File: src/rtl/dbc_pkg.sv
package dbc_pkg;

    // Register word offsets
    localparam int REG_CTRL  = 0;
    localparam int REG_STAT  = 1;
    localparam int REG_PTR   = 2;
    localparam int REG_PTRHI = 3;
    localparam int REG_ISEL  = 4;
    localparam int REG_BSEL  = 5;
    localparam int REG_WSEL  = 6;
    localparam int REG_IRQ   = 7;

    // Status word, bit 0 = run ... bit 6 = branch taken
    typedef struct packed {
        logic bt;
        logic active;
        logic dead;
        logic wake;
        logic flush;
        logic pause;
        logic run;
    } stat_t;

    localparam int STAT_W = $bits(stat_t);

    typedef enum logic [0:0] {
        ST_IDLE  = 1'b0,
        ST_FLUSH = 1'b1
    } ctl_state_e;

    typedef struct packed {
        stat_t nxt;
        logic  need_flush;
        logic  flush_bit;
    } ctl_res_t;

    // Apply one masked control word to the current status
    function automatic ctl_res_t ctl_apply(stat_t cur, stat_t msk, stat_t val);
        ctl_res_t r;
        r.nxt        = cur;
        r.need_flush = 1'b0;
        r.flush_bit  = 1'b0;
        if (msk.run) begin
            r.nxt.run = val.run;
            if (!val.run) begin
                r.nxt.dead = 1'b0;
            end
        end
        if (msk.wake && val.wake && r.nxt.run) begin
            r.nxt.wake = 1'b1;
        end
        if (msk.pause) begin
            r.nxt.pause = val.pause;
        end
        if (msk.flush && val.flush) begin
            r.need_flush = 1'b1;
            r.flush_bit  = 1'b1;
        end
        if (r.nxt.pause || !r.nxt.run) begin
            r.nxt.active = 1'b0;
            r.need_flush = 1'b1;
        end else if (msk.run || msk.pause) begin
            r.nxt.active = 1'b1;
        end else if (msk.wake && val.wake) begin
            r.nxt.active = 1'b1;
        end
        r.nxt.flush = 1'b0;
        return r;
    endfunction

endpackage

File: src/rtl/dbc_ctl_fsm.sv
module dbc_ctl_fsm
    import dbc_pkg::*;
(
    input  logic  clk,
    input  logic  rst_n,
    input  logic  ctrl_we,
    input  stat_t ctl_msk,
    input  stat_t ctl_val,
    input  stat_t cur,
    input  logic  seq_kill,
    input  logic  flush_ack,
    output logic  commit,
    output stat_t commit_stat,
    output logic  dead_clr,
    output logic  flush_mark,
    output logic  flush_req,
    output logic  busy
);

    ctl_state_e state;
    stat_t      pend_stat;
    logic       pend_dclr;
    ctl_res_t   res;
    logic       now_dclr;

    assign res      = ctl_apply(cur, ctl_msk, ctl_val);
    assign now_dclr = ctl_msk.run && !ctl_val.run;

    // State register and pending result
    always_ff @(posedge clk) begin
        if (!rst_n) begin
            state     <= ST_IDLE;
            pend_stat <= '0;
            pend_dclr <= 1'b0;
        end else begin
            unique case (state)
                ST_IDLE: begin
                    if (ctrl_we && res.need_flush) begin
                        state     <= ST_FLUSH;
                        pend_stat <= res.nxt;
                        pend_dclr <= now_dclr;
                    end
                end
                ST_FLUSH: begin
                    if (seq_kill) begin
                        pend_stat.active <= 1'b0;
                    end
                    if (flush_ack) begin
                        state <= ST_IDLE;
                    end
                end
                default: state <= ST_IDLE;
            endcase
        end
    end

    // Outputs
    always_comb begin
        commit      = 1'b0;
        commit_stat = res.nxt;
        dead_clr    = now_dclr;
        flush_mark  = 1'b0;
        flush_req   = 1'b0;
        busy        = 1'b0;
        unique case (state)
            ST_IDLE: begin
                commit     = ctrl_we && !res.need_flush;
                flush_mark = ctrl_we && res.need_flush && res.flush_bit;
            end
            ST_FLUSH: begin
                commit      = flush_ack;
                commit_stat = pend_stat;
                dead_clr    = pend_dclr;
                flush_req   = 1'b1;
                busy        = 1'b1;
            end
            default: begin
                commit = 1'b0;
            end
        endcase
    end

endmodule

File: src/rtl/dbc_status.sv
module dbc_status
    import dbc_pkg::*;
(
    input  logic  clk,
    input  logic  rst_n,
    input  logic  commit,
    input  stat_t commit_stat,
    input  logic  dead_clr,
    input  logic  flush_mark,
    input  logic  seq_kill,
    input  logic  seq_stop,
    input  logic  seq_fetch,
    input  logic  seq_bt_set,
    input  logic  seq_bt_clr,
    input  logic  seq_irq,
    input  logic  irq_clr,
    output stat_t stat,
    output logic  kick,
    output logic  irq
);

    stat_t nxt;
    logic  irq_nxt;

    always_comb begin
        nxt = stat;
        if (flush_mark) begin
            nxt.flush = 1'b1;
        end
        if (commit) begin
            nxt.run    = commit_stat.run;
            nxt.pause  = commit_stat.pause;
            nxt.wake   = commit_stat.wake;
            nxt.active = commit_stat.active;
            nxt.flush  = 1'b0;
            if (dead_clr) begin
                nxt.dead = 1'b0;
            end
        end
        if (seq_fetch) begin
            nxt.wake = 1'b0;
        end
        if (seq_bt_set) begin
            nxt.bt = 1'b1;
        end
        if (seq_bt_clr) begin
            nxt.bt = 1'b0;
        end
        if (seq_stop) begin
            nxt.active = 1'b0;
        end
        if (seq_kill) begin
            nxt.dead   = 1'b1;
            nxt.active = 1'b0;
        end
    end

    always_comb begin
        irq_nxt = irq;
        if (irq_clr) begin
            irq_nxt = 1'b0;
        end
        if (seq_kill || seq_irq) begin
            irq_nxt = 1'b1;
        end
    end

    always_ff @(posedge clk) begin
        if (!rst_n) begin
            stat <= '0;
            kick <= 1'b0;
            irq  <= 1'b0;
        end else begin
            stat <= nxt;
            kick <= commit && nxt.active;
            irq  <= irq_nxt;
        end
    end

endmodule

File: src/rtl/dbc_regs.sv
module dbc_regs
    import dbc_pkg::*;
#(
    parameter int DATA_W    = 32,
    parameter int ADDR_W    = 4,
    parameter int PTR_ALIGN = 4
) (
    input  logic              clk,
    input  logic              rst_n,
    input  logic              reg_we,
    input  logic [ADDR_W-1:0] reg_addr,
    input  logic [DATA_W-1:0] reg_wdata,
    input  stat_t             stat,
    input  logic              irq,
    input  logic              seq_ptr_we,
    input  logic [DATA_W-1:0] seq_ptr_val,
    output logic [DATA_W-1:0] cmd_ptr,
    output logic [DATA_W-1:0] isel,
    output logic [DATA_W-1:0] bsel,
    output logic [DATA_W-1:0] wsel,
    output logic              fetch_req,
    output logic [DATA_W-1:0] rdata,
    output logic              ctrl_we,
    output logic              irq_clr
);

    localparam logic [DATA_W-1:0] PTR_MASK = ~((DATA_W'(1) << PTR_ALIGN) - DATA_W'(1));

    logic ptr_we;

    assign ctrl_we = reg_we && (reg_addr == ADDR_W'(REG_CTRL));
    assign irq_clr = reg_we && (reg_addr == ADDR_W'(REG_IRQ)) && reg_wdata[0];
    assign ptr_we  = reg_we && (reg_addr == ADDR_W'(REG_PTR)) && !stat.active;

    always_ff @(posedge clk) begin
        if (!rst_n) begin
            cmd_ptr   <= '0;
            isel      <= '0;
            bsel      <= '0;
            wsel      <= '0;
            fetch_req <= 1'b0;
        end else begin
            fetch_req <= ptr_we;
            if (seq_ptr_we) begin
                cmd_ptr <= seq_ptr_val & PTR_MASK;
            end else if (ptr_we) begin
                cmd_ptr <= reg_wdata & PTR_MASK;
            end
            if (reg_we && reg_addr == ADDR_W'(REG_ISEL)) begin
                isel <= reg_wdata;
            end
            if (reg_we && reg_addr == ADDR_W'(REG_BSEL)) begin
                bsel <= reg_wdata;
            end
            if (reg_we && reg_addr == ADDR_W'(REG_WSEL)) begin
                wsel <= reg_wdata;
            end
        end
    end

    always_comb begin
        rdata = '0;
        case (reg_addr)
            ADDR_W'(REG_CTRL),
            ADDR_W'(REG_STAT): rdata[STAT_W-1:0] = stat;
            ADDR_W'(REG_PTR):  rdata = cmd_ptr;
            ADDR_W'(REG_ISEL): rdata = isel;
            ADDR_W'(REG_BSEL): rdata = bsel;
            ADDR_W'(REG_WSEL): rdata = wsel;
            ADDR_W'(REG_IRQ):  rdata[0] = irq;
            default:           rdata = '0;
        endcase
    end

endmodule

File: src/rtl/dbc_chan_ctl.sv
module dbc_chan_ctl
    import dbc_pkg::*;
#(
    parameter int DATA_W    = 32,
    parameter int ADDR_W    = 4,
    parameter int PTR_ALIGN = 4
) (
    input  logic              clk,
    input  logic              rst_n,
    input  logic              reg_we,
    input  logic [ADDR_W-1:0] reg_addr,
    input  logic [DATA_W-1:0] reg_wdata,
    output logic [DATA_W-1:0] reg_rdata,
    output logic              ctl_busy,
    output logic              flush_req,
    input  logic              flush_ack,
    output logic              kick,
    output logic              fetch_req,
    output logic              run_o,
    output logic              pause_o,
    output logic              active_o,
    output logic [DATA_W-1:0] cmd_ptr,
    output logic [DATA_W-1:0] isel,
    output logic [DATA_W-1:0] bsel,
    output logic [DATA_W-1:0] wsel,
    input  logic              seq_kill,
    input  logic              seq_stop,
    input  logic              seq_fetch,
    input  logic              seq_bt_set,
    input  logic              seq_bt_clr,
    input  logic              seq_irq,
    input  logic              seq_ptr_we,
    input  logic [DATA_W-1:0] seq_ptr_val,
    output logic              irq
);

    localparam int HALF = DATA_W / 2;

    stat_t stat;
    stat_t ctl_msk;
    stat_t ctl_val;
    stat_t commit_stat;
    logic  ctrl_we;
    logic  irq_clr;
    logic  commit;
    logic  dead_clr;
    logic  flush_mark;

    assign ctl_msk = stat_t'(reg_wdata[HALF +: STAT_W]);
    assign ctl_val = stat_t'(reg_wdata[0 +: STAT_W]);

    dbc_regs #(
        .DATA_W    (DATA_W),
        .ADDR_W    (ADDR_W),
        .PTR_ALIGN (PTR_ALIGN)
    ) u_regs (
        .clk         (clk),
        .rst_n       (rst_n),
        .reg_we      (reg_we),
        .reg_addr    (reg_addr),
        .reg_wdata   (reg_wdata),
        .stat        (stat),
        .irq         (irq),
        .seq_ptr_we  (seq_ptr_we),
        .seq_ptr_val (seq_ptr_val),
        .cmd_ptr     (cmd_ptr),
        .isel        (isel),
        .bsel        (bsel),
        .wsel        (wsel),
        .fetch_req   (fetch_req),
        .rdata       (reg_rdata),
        .ctrl_we     (ctrl_we),
        .irq_clr     (irq_clr)
    );

    dbc_ctl_fsm u_fsm (
        .clk         (clk),
        .rst_n       (rst_n),
        .ctrl_we     (ctrl_we),
        .ctl_msk     (ctl_msk),
        .ctl_val     (ctl_val),
        .cur         (stat),
        .seq_kill    (seq_kill),
        .flush_ack   (flush_ack),
        .commit      (commit),
        .commit_stat (commit_stat),
        .dead_clr    (dead_clr),
        .flush_mark  (flush_mark),
        .flush_req   (flush_req),
        .busy        (ctl_busy)
    );

    dbc_status u_stat (
        .clk         (clk),
        .rst_n       (rst_n),
        .commit      (commit),
        .commit_stat (commit_stat),
        .dead_clr    (dead_clr),
        .flush_mark  (flush_mark),
        .seq_kill    (seq_kill),
        .seq_stop    (seq_stop),
        .seq_fetch   (seq_fetch),
        .seq_bt_set  (seq_bt_set),
        .seq_bt_clr  (seq_bt_clr),
        .seq_irq     (seq_irq),
        .irq_clr     (irq_clr),
        .stat        (stat),
        .kick        (kick),
        .irq         (irq)
    );

    always_comb begin
        run_o    = stat.run;
        pause_o  = stat.pause;
        active_o = stat.active;
    end

endmodule

File: config.mk
export PLATFORM = sky130hd
export DESIGN_NAME = dbc_chan_ctl
export DESIGN_NICKNAME = d
export VERILOG_FILES = /design/src/rtl/dbc_pkg.sv /design/src/rtl/dbc_ctl_fsm.sv /design/src/rtl/dbc_status.sv /design/src/rtl/dbc_regs.sv /design/src/rtl/dbc_chan_ctl.sv
export SDC_FILE = /design/constraint.sdc
export NUM_CORES = 1
export LEC_CHECK = 0
export BUFFER_PORTS_ARGS = -buffer_cell sky130_fd_sc_hd__buf_2
export CAP_MARGIN = 5
export CORE_MARGIN = 1
export CORE_UTILIZATION = 30
export CTS_CLUSTER_SIZE = 30
export DETAILED_ROUTE_END_ITERATION = 7
export GPL_ROUTABILITY_DRIVEN = 0
export SLEW_MARGIN = 20
export SYNTH_ARGS = -nofsm -noshare
export SYNTH_HDL_FRONTEND = slang
export SYNTH_HIERARCHICAL = 1
export SYNTH_SLANG_ARGS = --single-unit
File: constraint.sdc
create_clock -name clk -period 4.3 [get_ports clk]
set_clock_uncertainty 0.2 [all_clocks]
set_input_delay 0.86 -clock clk [delete_from_list [all_inputs] [get_ports clk]]
set_output_delay 0.86 -clock clk [all_outputs]
set_load 0.05 [all_outputs]
=== Yosys cells after proc, flatten, opt, wreduce, memory -nomap -nowiden ===
Cells that the tools add are included.

* Input bits: 79
* Flip-flop bits (word level): 141
* Output and inout bits: 168

* Reduce and logical (&&, ||, !) cells: 35
* Eq/ne operators: 8
* Bitwise logic cells: 2
* Muxes and demuxes: 33

{| class="wikitable"
|+ Operator list
! kind !! count
|-
| 25-bit case mux with 4 select lines || 1
|-
| 32-bit 2-to-1 mux || 2
|-
| 6-bit case mux with 5 select lines || 1
|-
| 1-bit 2-to-1 mux || 20
|-
| 6-bit 2-to-1 mux || 3
|-
| 4-bit by 3-bit == test with 1-bit output (second input constant) || 4
|-
| 1-bit logical AND || 16
|-
| 2-bit nonzero test || 4
|-
| 2-bit OR reduction || 4
|-
| 1-bit case mux with 2 select lines || 3
|-
| 2-bit AND reduction || 3
|-
| 1-bit case mux with 5 select lines || 1
|-
| 4-bit by 1-bit == test with 1-bit output (second input constant) || 1
|-
| 4-bit by 2-bit == test with 1-bit output (second input constant) || 1
|-
| 1-bit zero test || 4
|-
| 4-bit zero test || 1
|-
| 2-bit 2-to-1 mux || 2
|-
| 1-bit logical OR || 3
|-
| 2-bit by 1-bit inequality test with 1-bit output (second input constant) || 1
|-
| 2-bit inequality test (second input constant) || 1
|-
| 1-bit inverter || 2
|}

=== Depth between registers and ports, before layout ===
* Depth in word-level cells: 12
* Mapped depth: 10
* Mapped depth without buffers: 6

=== Modules after synthesis ===
The synthesis kept the hierarchy.

{| class="wikitable"
|+ By module, submodules not included
! module !! area each (um^2) !! instances !! sequential area each (um^2) !! cells an instance
|-
| dbc_regs || 5975.7 || 1 || 2502.4 || 747
|-
| dbc_ctl_fsm || 524.3 || 1 || 160.2 || 64
|-
| dbc_status || 325.3 || 1 || 180.2 || 30
|}

=== Least setup slack after synthesis ===
Ideal clock, no wire load.

* Kind: input-to-output
* Start: input port reg_addr[0]
* End: output port reg_rdata[22]
* Setup slack: 407 ps
* Stages on the path: 7
* Arrival time: 2833 ps
* Cells stage by stage: buf_2 > nor2b_1 > clkbuf_1 > nand2b_1 > clkbuf_1 > clkbuf_1 > o21ai_0

* Cells in the longest elaborated chain, start to end: 2
* Elaborated cells between the ends (all ways): 5
* Classes of those cells: 4 x eq/ne; 1 x mux

{| class="wikitable"
|+ Ends and longest elaborated chain
! item !! line !! RTL
|-
| start, declared || dbc_chan_ctl.sv:11 || <nowiki>input logic [ADDR_W-1:0] reg_addr,</nowiki>
|-
| 4-bit by 3-bit == test with 1-bit output or 4-bit by 2-bit == test with 1-bit output (tied branches) || dbc_regs.sv:63 || <nowiki>case (reg_addr)</nowiki>
|-
| 25-bit case mux with 4 select lines * || dbc_regs.sv:63 ||
|-
| end, declared || dbc_chan_ctl.sv:13 || <nowiki>output logic [DATA_W-1:0] reg_rdata,</nowiki>
|}

Mark *: on every way between the ends. The rest lies on a longest branch, timed or not.

=== Worst setup path in the final report ===
* Start: input port reg_addr[1]
* End: output port reg_rdata[31]

Same word-level chain as after synthesis.

==> run metrics <==
vias in the first global route 6432; Worst Setup SP reg_addr[1]; Max FO, Critical Path 21; Worst R2R Setup Slack 1.82 ns; CTS sink cnt 140; Net Sw Frac 0.285; Min-Delay Startpoint u_fsm/pend_stat[1]$_SDFFE_PN0P_; post-CTS setup buffers 0; gr ovfl total 0; TNS Setup 0 ns; drt wl/cell 20.3 um; Post-CTS Hold Fix Bufs 0; crit share post-route 0.816; Slew Limit Fails 0; Layout area overhead 28.7%; row count 54; Final #Nets approximately 1.1k; Final Power 0.00332 W; crit-path most repeated cell buf_2; P_sw roughly 0.00095 W; Pwr per Cell Area ~380 nW/um2; worst path bufs/invs 3; final antenna-violating net count 0; vias 7300; Die ar. about 23000 um2; final number of hold-violating endpoints 0; CTS tree yes; detailed placer's ending HPWL roughly 17000 um; Arrival @ worst endpoint 2.45 ns; GRT Resource Usage Total 0.224; Clock Path Buffers 2; share of cells above drive strength 1 0.309; power share of the clock group 0.450; drt pass-1 iters 5; crit path capture type output pin; max-cap violation count 0; final wirelength 26500 um; routed vias/inst 5.59; CP Data Required Time approximately 3.2 ns; Core Area 21900 um2; Crit path largest cell delay 0.35 ns; number of remaining DRC errors 0; placed cells roughly 1.3k; Worst R2R Start u_stat/stat[5]$_SDFF_PN0_; outcome completed; setup violators final 0; Max IR drop VDD between 200 and 250 uV; largest net degree at the start of global routing 98; initial antenna violation count 3; family with the most delay on the worst path buffers and inverters; Combinational Power Share 0.142; Mapped Area 6720 um2; P_int about 0.0024 W; post-cts sizing count 0; Mean Syn Cell Area 8.13 um2; cts bufs inserted 17; starting density of the core 0.307; DIE WIDTH 152 um; crit-path cells buf_2 > nor2b_4 > nand2b_1 > buf_4 > o21ai_0 > buf_2; global-route wire length before repair about 40000 um; clock latency on the worst-skew pair 0.41 ns; number of H-tree levels 4; Crit-path slowest cell buf_2; Worst Max-Slew Pin Slew 1.10 ns; Tmin final between 3 and 4 ns; Post-Syn Instances 827; leakage power around 3.5 nW; RSZ-0062 raised after global routing no; YS warnings 6; Initial DRC Count 543; number of port buffers 238; final cell count without fillers 1306; clk root buf clkbuf_16; I/O Pins 247; Max Freq 285 MHz; CP Launch Type primary input; Flop pwr share 0.409; Max-slew headroom 0.264; Worst-path clk slew around 0.060 ns; Min-Delay Path Class flip-flop to flip-flop; WS Path Type primary input to output pin; chip height 152 um
## flip-flops by register name (all words and copies together) (netlist names)
register          count
u_fsm/pend_dclr       1
u_fsm/pend_stat       4
u_fsm/state           1
u_regs/bsel          32
u_regs/cmd_ptr       28
u_regs/fetch_req      1
u_regs/isel          32
u_regs/wsel          32
u_stat/irq            1
u_stat/kick           1
u_stat/stat           7
## per-stage QoR
step | worst slack [ns] | hold slack, ns | area, um2 | util
detailed placement | 0.773 | 0.252 | 8060 | 0.368
floorplan | 0.407 | 0.232 | 6730 | -
CTS | 0.787 | 0.259 | 8650 | 0.395
finish | 0.790 | 0.257 | 8650 | 0.395
global route | 0.688 | 0.282 | 8650 | 0.395
global placement | 0.811 | 0.244 | 8060 | 0.368
## path summary, 6_finish.rpt
path	to	depth (start not counted)
worst min register to register	u_fsm/pend_stat[1]$_SDFFE_PN0P_	2
worst max-delay path	reg_rdata[31]	6
worst max register to register	u_regs/cmd_ptr[26]$_SDFFE_PN0P_	5
worst min-delay path	u_fsm/pend_stat[1]$_SDFFE_PN0P_	2
## power by group through the flow
stage / Clock [W] / Combinational, W / Sequential, W
6_report: 0.00149 / 0.000472 / 0.00136
3_3_place_gp: 0 / 0.000467 / 0.00139
5_1_grt: 0.00158 / 0.000499 / 0.00136
4_1_cts: 0.00152 / 0.000470 / 0.00136
2_1_floorplan: 0 / 0.000201 / 0.00149
3_5_place_dp: 0 / 0.000469 / 0.00139
## cell usage in the layout, fill, tap and decap left out, drive strengths merged, types with 2 or more instances in the layout
cell	count
bufinv	2
nand4	2
mux2	5
nor3b	4
clkbuf	26
nand2b	6
nand3b	2
nor4	28
o21ai	163
nor2b	6
mux2i	36
diode	2
dfxtp	140
nor2	39
a21oi	97
a211o	4
conb	4
nand3	100
a211oi	28
inv	3
or3b	3
a31oi	4
buf	259
or2	3
a22oi	31
and3b	2
clkinv	4
nand2	12
## worst register-to-register path: stages (launching register included)
cell and delay [ns]:
dfxtp_1 0.47, or3b_1 0.15, buf_4 0.36, or2_1 0.66, buf_4 0.40, a211oi_1 0.12
## routing by layer
metal	wire (um)	up-vias	track usage	share of wire
met5	13	-	0	0.00049
met4	264	2	0.0594	0.010
met3	2070	20	0.0446	0.078
met2	12300	326	0.350	0.46
met1	11800	3540	0.313	0.45
li1	-	3412	-	-
## cell type report
class                   count  area [um2]
diodes                      2        5.00
clock buffers              26         509
clock inverters             6        82.6
fillers                  2282       13200
inverters                   4        16.3
multi-input cells         589        3510
flip-flops and latches    140        2800
well taps                 280         350
repair buffers            259        1370
Note: power is estimated with default switching activity, not from simulation.
